$ cat src/rtl/tmr16_pkg.sv
package tmr16_pkg;
  localparam int unsigned CNT_W  = 16;
  localparam int unsigned ADDR_W = 3;

  localparam logic [ADDR_W-1:0] A_RELOAD = 3'd0;
  localparam logic [ADDR_W-1:0] A_COUNT  = 3'd1;
  localparam logic [ADDR_W-1:0] A_CTRL   = 3'd2;
  localparam logic [ADDR_W-1:0] A_FLAG   = 3'd3;
  localparam logic [ADDR_W-1:0] A_ENABLE = 3'd4;

  localparam int unsigned CTL_RUN    = 0;
  localparam int unsigned CTL_PRESET = 1;
  localparam int unsigned CTL_MODE   = 4;

  // Next count for a running tick: underflow reloads, otherwise decrement.
  function automatic logic [CNT_W-1:0] next_count(input logic [CNT_W-1:0] cur,
                                                  input logic [CNT_W-1:0] rld);
    return (cur == '0) ? rld : cur - 1'b1;
  endfunction
endpackage

$ cat src/rtl/tmr16_regs.sv
module tmr16_regs
  import tmr16_pkg::*;
#(
  parameter int unsigned W = CNT_W
) (
  input  logic              clk,
  input  logic              rst_n,
  input  logic              wen,
  input  logic [ADDR_W-1:0] addr,
  input  logic [W-1:0]      wdata,
  input  logic              uflow,
  output logic [W-1:0]      reload_o,
  output logic              run_o,
  output logic              mode_o,
  output logic              preset_o,
  output logic              en_o
);
  logic [W-1:0] reload_q;
  logic         run_q, mode_q, en_q;
  logic         wr_reload, wr_ctrl, wr_en;

  assign wr_reload = wen && (addr == A_RELOAD) && !run_q;
  assign wr_ctrl   = wen && (addr == A_CTRL);
  assign wr_en     = wen && (addr == A_ENABLE);

  always_ff @(posedge clk or negedge rst_n) begin
    if (!rst_n) begin
      reload_q <= '1;
      run_q    <= 1'b0;
      mode_q   <= 1'b0;
      en_q     <= 1'b0;
    end else begin
      if (wr_reload) reload_q <= wdata;
      if (wr_ctrl)   mode_q   <= wdata[CTL_MODE];
      if (uflow && mode_q) run_q <= 1'b0;
      else if (wr_ctrl)    run_q <= wdata[CTL_RUN];
      if (wr_en)     en_q     <= wdata[0];
    end
  end

  assign reload_o = reload_q;
  assign run_o    = run_q;
  assign mode_o   = mode_q;
  assign preset_o = wr_ctrl && wdata[CTL_PRESET];
  assign en_o     = en_q;
endmodule

$ cat src/rtl/tmr16_core.sv
module tmr16_core
  import tmr16_pkg::*;
#(
  parameter int unsigned W = CNT_W
) (
  input  logic         clk,
  input  logic         rst_n,
  input  logic         tick,
  input  logic         run,
  input  logic         preset,
  input  logic [W-1:0] reload,
  output logic [W-1:0] cnt_o,
  output logic         uflow_o
);
  logic [W-1:0] cnt_q;
  logic         step;

  assign step    = tick && run && !preset;
  assign uflow_o = step && (cnt_q == '0);

  always_ff @(posedge clk or negedge rst_n) begin
    if (!rst_n)      cnt_q <= '1;
    else if (preset) cnt_q <= reload;
    else if (step)   cnt_q <= next_count(cnt_q, reload);
  end

  assign cnt_o = cnt_q;
endmodule

$ cat src/rtl/tmr16_irq.sv
module tmr16_irq (
  input  logic clk,
  input  logic rst_n,
  input  logic set,
  input  logic clr,
  input  logic en,
  output logic flag_o,
  output logic irq_o
);
  logic flag_q;

  always_ff @(posedge clk or negedge rst_n) begin
    if (!rst_n)   flag_q <= 1'b0;
    else if (set) flag_q <= 1'b1;
    else if (clr) flag_q <= 1'b0;
  end

  assign flag_o = flag_q;
  assign irq_o  = flag_q && en;
endmodule

$ cat src/rtl/tmr16_chan.sv
module tmr16_chan
  import tmr16_pkg::*;
#(
  parameter int unsigned W = CNT_W
) (
  input  logic              clk,
  input  logic              rst_n,
  input  logic              tick,
  input  logic              bus_wen,
  input  logic [ADDR_W-1:0] bus_addr,
  input  logic [W-1:0]      bus_wdata,
  output logic [W-1:0]      bus_rdata,
  output logic              irq
);
  logic [W-1:0] reload, cnt;
  logic         run, mode, preset, en, uflow, flag, flag_clr;

  tmr16_regs #(.W(W)) u_regs (
    .clk(clk), .rst_n(rst_n), .wen(bus_wen), .addr(bus_addr), .wdata(bus_wdata),
    .uflow(uflow), .reload_o(reload), .run_o(run), .mode_o(mode),
    .preset_o(preset), .en_o(en)
  );

  tmr16_core #(.W(W)) u_core (
    .clk(clk), .rst_n(rst_n), .tick(tick), .run(run), .preset(preset),
    .reload(reload), .cnt_o(cnt), .uflow_o(uflow)
  );

  assign flag_clr = bus_wen && (bus_addr == A_FLAG) && bus_wdata[0];

  tmr16_irq u_irq (
    .clk(clk), .rst_n(rst_n), .set(uflow), .clr(flag_clr), .en(en),
    .flag_o(flag), .irq_o(irq)
  );

  always_comb begin
    bus_rdata = '0;
    case (bus_addr)
      A_RELOAD: bus_rdata = reload;
      A_COUNT:  bus_rdata = cnt;
      A_CTRL: begin
        bus_rdata[CTL_RUN]  = run;
        bus_rdata[CTL_MODE] = mode;
      end
      A_FLAG:   bus_rdata[0] = flag;
      A_ENABLE: bus_rdata[0] = en;
      default:  bus_rdata = '0;
    endcase
  end
endmodule

$ cat config.mk
export PLATFORM = sky130hd
export DESIGN_NAME = tmr16_chan
export DESIGN_NICKNAME = d
export VERILOG_FILES = /design/src/rtl/tmr16_pkg.sv /design/src/rtl/tmr16_regs.sv /design/src/rtl/tmr16_core.sv /design/src/rtl/tmr16_irq.sv /design/src/rtl/tmr16_chan.sv
export SDC_FILE = /design/constraint.sdc
export NUM_CORES = 1
export LEC_CHECK = 0
export BUFFER_PORTS_ARGS = -buffer_cell sky130_fd_sc_hd__buf_2
export CAP_MARGIN = 0
export CORE_MARGIN = 10
export CORE_UTILIZATION = 35
export DETAILED_ROUTE_END_ITERATION = 7
export PLACE_DENSITY = 0.55
export SLEW_MARGIN = 30
export SYNTH_ARGS = -nofsm -noshare
export SYNTH_HDL_FRONTEND = slang
export SYNTH_SLANG_ARGS = --single-unit
$ cat constraint.sdc
create_clock -name clk -period 2.1 [get_ports clk]
set_input_delay 0.21 -clock clk [delete_from_list [all_inputs] [get_ports clk]]
set_output_delay 0.21 -clock clk [all_outputs]
set_load 0.01 [all_outputs]
After elaboration in Yosys (flattened, before gate mapping). Index checks and enable logic that the tools add are counted.

Register bits: 36. Input port bits: 23. Output and inout bits: 17. Logic and storage cells: 41.

Add/subtract/negate cells: 1. Equal/unequal tests: 4. Muxes and demuxes: 11. Reductions and logical operators: 19.

Operators with widths (number): $mux W16 (3); $pmux W11 S2 (1); $logic_not A16 Y1 (1); $sub A16 B1 Y16 const B (1); $logic_and A1 B1 Y1 (12); $eq A3 B2 Y1 const B (2); $pmux W3 S2 (1); $reduce_bool A2 Y1 (3); $pmux W1 S5 (1); $mux W1 (4); $eq A3 B1 Y1 const B (1); $eq A3 B3 Y1 const B (1); $logic_not A3 Y1 (1); $pmux W1 S3 (1); $logic_not A1 Y1 (2).

Longest topological paths before layout.
Word-level depth: 8. Gate-level depth with buffers: 8. Mapped depth without buffers: 7.

Cells and area by module. From an unflattened synthesis, not the netlist that was laid out.

Cell total of the unflattened synthesis: 223. Area total of the unflattened synthesis: 2318.5 µm².

Modules (own cells, without submodules): tmr16_core (instances 1, cells an instance 127, area an instance 1127.3 µm², seq. area each 420.4 µm²); tmr16_regs (instances 1, cells an instance 46, area an instance 822.0 µm², seq. area each 495.5 µm²); tmr16_chan (instances 1, cells an instance 46, area an instance 326.6 µm², seq. area each 0.0 µm²); tmr16_irq (instances 1, cells an instance 4, area an instance 42.5 µm², seq. area each 25.0 µm²).

Worst setup path after synthesis. Ideal clock, no wire load.

Path kind: register -> register. Start: register u_core.cnt_q[0] (netlist: u_core.cnt_o[0]). End: register u_core.cnt_q[15] (netlist: u_core.cnt_o[15]). Library setup time: 0.097 ns. Arrival: 1.766 ns. Required time: 2.003 ns. Slack: 0.238 ns. Stages on the path, launching flop included: 9. Path buffers: 1. Period minus slack after synthesis: 1.862 ns. Cells stage by stage: dfstp_2 -> inv_1 -> ha_1 -> nor4b_2 -> and4_1 -> buf_2 -> nor2_1 -> nor3_1 -> nor4_1.

Longest elaborated chain between the ends: 4. Elaborated cells on any way between the ends: 5. Those cells by class: 1 x add/sub; 3 x mux; 1 x reduce/logical.

Ends and longest elaborated chain: start, declared (RTL line tmr16_core.sv:15) `logic [W-1:0] cnt_q;`; start signal, assigned (RTL line tmr16_core.sv:23) `else if (preset) cnt_q <= reload;`; start signal, assigned (RTL line tmr16_core.sv:24) `else if (step) cnt_q <= next_count(cnt_q, reload);`; $sub A16 B1 Y16 / $logic_not A16 Y1 (equally long branches) (RTL line tmr16_pkg.sv:18) `return (cur == '0) ? rld : cur - 1'b1;`; $mux W16 (*) (RTL line tmr16_pkg.sv:18); $mux W16 (*) (RTL line tmr16_core.sv:24); $mux W16 (*) (RTL line tmr16_core.sv:23).

Every way passes the cells marked *; elsewhere a longest branch is shown, timed or not. The select of a mux whose other input is x is not followed. A chain may end at the register's enable or synchronous reset.

Worst setup path in the final report.
Start: register u_core.cnt_q[0] (netlist: u_core.cnt_o[0]). End: register u_core.cnt_q[7] (netlist: u_core.cnt_o[7]).

Same word-level chain as after synthesis.

==> metrics.csv <==
metric;value;unit
finalNetCount;302;
wire_per_inst;17.5;um
portBuffers;39;
cts.clk_slew.worst_paths;70;ps
cts-root-buf;clkbuf_8;
htree_levels;2;
worstPathRequired;2330;ps
cts_setup_buffers;0;
drive_gt1_frac;0.424;
outcome;completed;
p_leak;1.14;nW
cp-startpoint;u_core.cnt_o[0]$_DFFE_PN1P_;
antenna_found_initial;0;
setup_tns;0;ps
row_count;29;
grt_first_pass_wirelength;10.4;mm
fp.dieW;101;um
ff2ff_path_depth;7;
reg2reg_to;u_core.cnt_o[7]$_DFFE_PN1P_;
hold_path_class;in -> async;
post-route-min-period;2010;ps
cts_tree;built;
pre_cts_ws;80.8;ps
cts.sink_count;36;
async_reset_ff_frac;1.00;
use_met2;0.196;
crit_chain;inv_1, ha_1, nor4b_2, nand4_2, nand2_1, or4_1, nand3_1;
clk_latency;290;ps
die_area;10200;um^2
ys_warn_count;0;
grt_pass1_vias;2021;
rr_startpoint;u_core.cnt_o[0]$_DFFE_PN1P_;
pin_count;40;
synth_ff_type;dfstp_2;
place_congestion;0.941;
cpPeakStageDelay;580;ps
fin_skew;1.43;ps
initial_core_util;0.361;
avgSynthCellArea;9.90;um^2
grt_max_degree;37;
slew_viol_final;0;
viasPerCell;5.45;
synth_seq_cells;36;
core;6390;um^2
relSlewSlack;0.465;
wl;6.20;mm
finalHoldViolCount;0;
cts_buffer_depth;2;
crit_arrival;2240;ps
cpMaxStageDelayCell;dfstp_2;
layout_common_cells;buf_2 (39), dfstp_2 (32), nor2_1 (28);
use_met1;0.164;
diodes;0;
syn_inst;233;
synth_edf_count;0;
power_density;988;nW/um^2
setup_violations;0;
drv_cap;0;
busiest_layer;met2;
tightest_slew;802;ps
cp-end-kind;flop;
yosysSeqAreaShare;0.408;
route.detailed.drc;0;
critPathMaxFanout;6;
peakVddDrop;0.428;mV
syn2layout_area_growth;16.8;%
r2r_slack;90;ps
max_freq;0.498;GHz
die_h;101;um
setup_ws;92.0;ps
layout_commonest_cell;buf_2;
grt.overflow.total;0;
track_usage;0.124;
dp_hpwl;4.56;mm
synth_nets;258;
grt_util_met3;0.0293;
drt_iter0_markers;93;
netlist_area;2310;um^2
path_class;reg -> reg;
rsz0062_at_grt;false;
numCtsBuffers;5;
crit_path_start_kind;flop;
via_count;1934;
yosysUniqueCellTypes;53;
ant_nets;0;
drtPass1Iterations;4;
finalCritPeriodShare;0.956;
endpoint;u_core.cnt_o[7]$_DFFE_PN1P_;
## metrics by stage
stage                     power [mW]  instance area [um^2]  cells  utilization  hold slack (ps)
after floorplan                 1.88                  2310    233            -            -85.6
after global placement          2.15                  2600    347        0.407              352
after detailed placement        2.15                  2600    347        0.407              359
after CTS                       2.68                  2690    355        0.421             48.4
after global routing            2.85                  2690    355        0.422             72.2
final                           2.66                  2690    355        0.422             14.3
## Yosys cell counts (all sizes together), types with 2 or more instances
cell     n  area share
dfstp   32        0.36
nor2    28       0.046
mux2    18       0.088
mux2i   17       0.074
nand2   17       0.028
nand3   15       0.033
buf     12       0.036
o21ai    9       0.020
a21oi    7       0.017
nand4    7       0.022
a31oi    6       0.016
nor3     6       0.015
nor4     5       0.027
dfrtp    4       0.043
inv      4      0.0065
a21o     3      0.0098
and2     3      0.0081
clkbuf   3      0.0049
nor4b    3       0.021
o41ai    3       0.011
or3      3      0.0081
a22o     2      0.0076
and3     2      0.0054
ha       2       0.011
nand4b   2      0.0076
nor2b    2      0.0054
o31ai    2      0.0065
## where the power goes
group,total (mW),internal [mW],switching [mW]
clock network,0.509,0.268,0.242
logic,0.777,0.391,0.386
registers,1.37,1.07,0.299
## worst max-delay path, delay by kind of cell, from the launching register on
family / cells / cell delay (ps)
buf+inv: 1 / 90
fa+ha+maj: 1 / 220
simple gates: 5 / 1060
flops: 1 / 580
## timing repair
action / CTS / global route
resized for setup: 0 / 2
hold buffers: 0 / 0
endpoints found under the setup margin: 0 / 4
## how the worst min path moves through the flow
stage	from	to	slack, ps	cells past startpoint
after floorplan	rst_n	u_irq.flag_o$_DFFE_PN0P_	-90	0
after global routing	rst_n	u_regs.run_o$_DFFE_PN0P_	70	1
after global placement	rst_n	u_regs.mode_o$_DFFE_PN0P_	350	1
after CTS	rst_n	u_regs.mode_o$_DFFE_PN0P_	50	1
after detailed placement	rst_n	u_regs.mode_o$_DFFE_PN0P_	360	1
final	rst_n	u_regs.mode_o$_DFFE_PN0P_	10	1
## state kept, by name (all words and copies together) (netlist names)
register / count
u_regs.en_o: 1
u_regs.reload_o: 16
u_irq.flag_o: 1
u_core.cnt_o: 16
u_regs.run_o: 1
u_regs.mode_o: 1
## cells by family after synthesis
family                   after synthesis  share of synthesized area
flip-flops                            36                      0.408
AND/OR/NAND/NOR                      100                      0.252
AO/OA/AOI/OAI                         40                      0.116
XOR/XNOR                               1                    0.00380
buffers and inverters                 19                     0.0477
multiplexers                          35                      0.162
adder cells (fa/ha/maj)                2                     0.0109
## cell type report
| class | count | area, um^2 |
|---|---|---|
| Fill cell | 652 | 3690 |
| Multi-Input combinational cell | 178 | 1260 |
| Sequential cell | 36 | 941 |
| Timing Repair Buffer | 52 | 293 |
| Tap cell | 77 | 96.3 |
| Clock buffer | 8 | 90.1 |
| Inverter | 4 | 15.0 |
## routing by layer
metal	part of all wire	vias up
li1	-	953
met1	0.49	923
met2	0.46	53
met3	0.043	5
met4	0.0071	0
met5	0	-
Power figures use the tool's default switching activity.
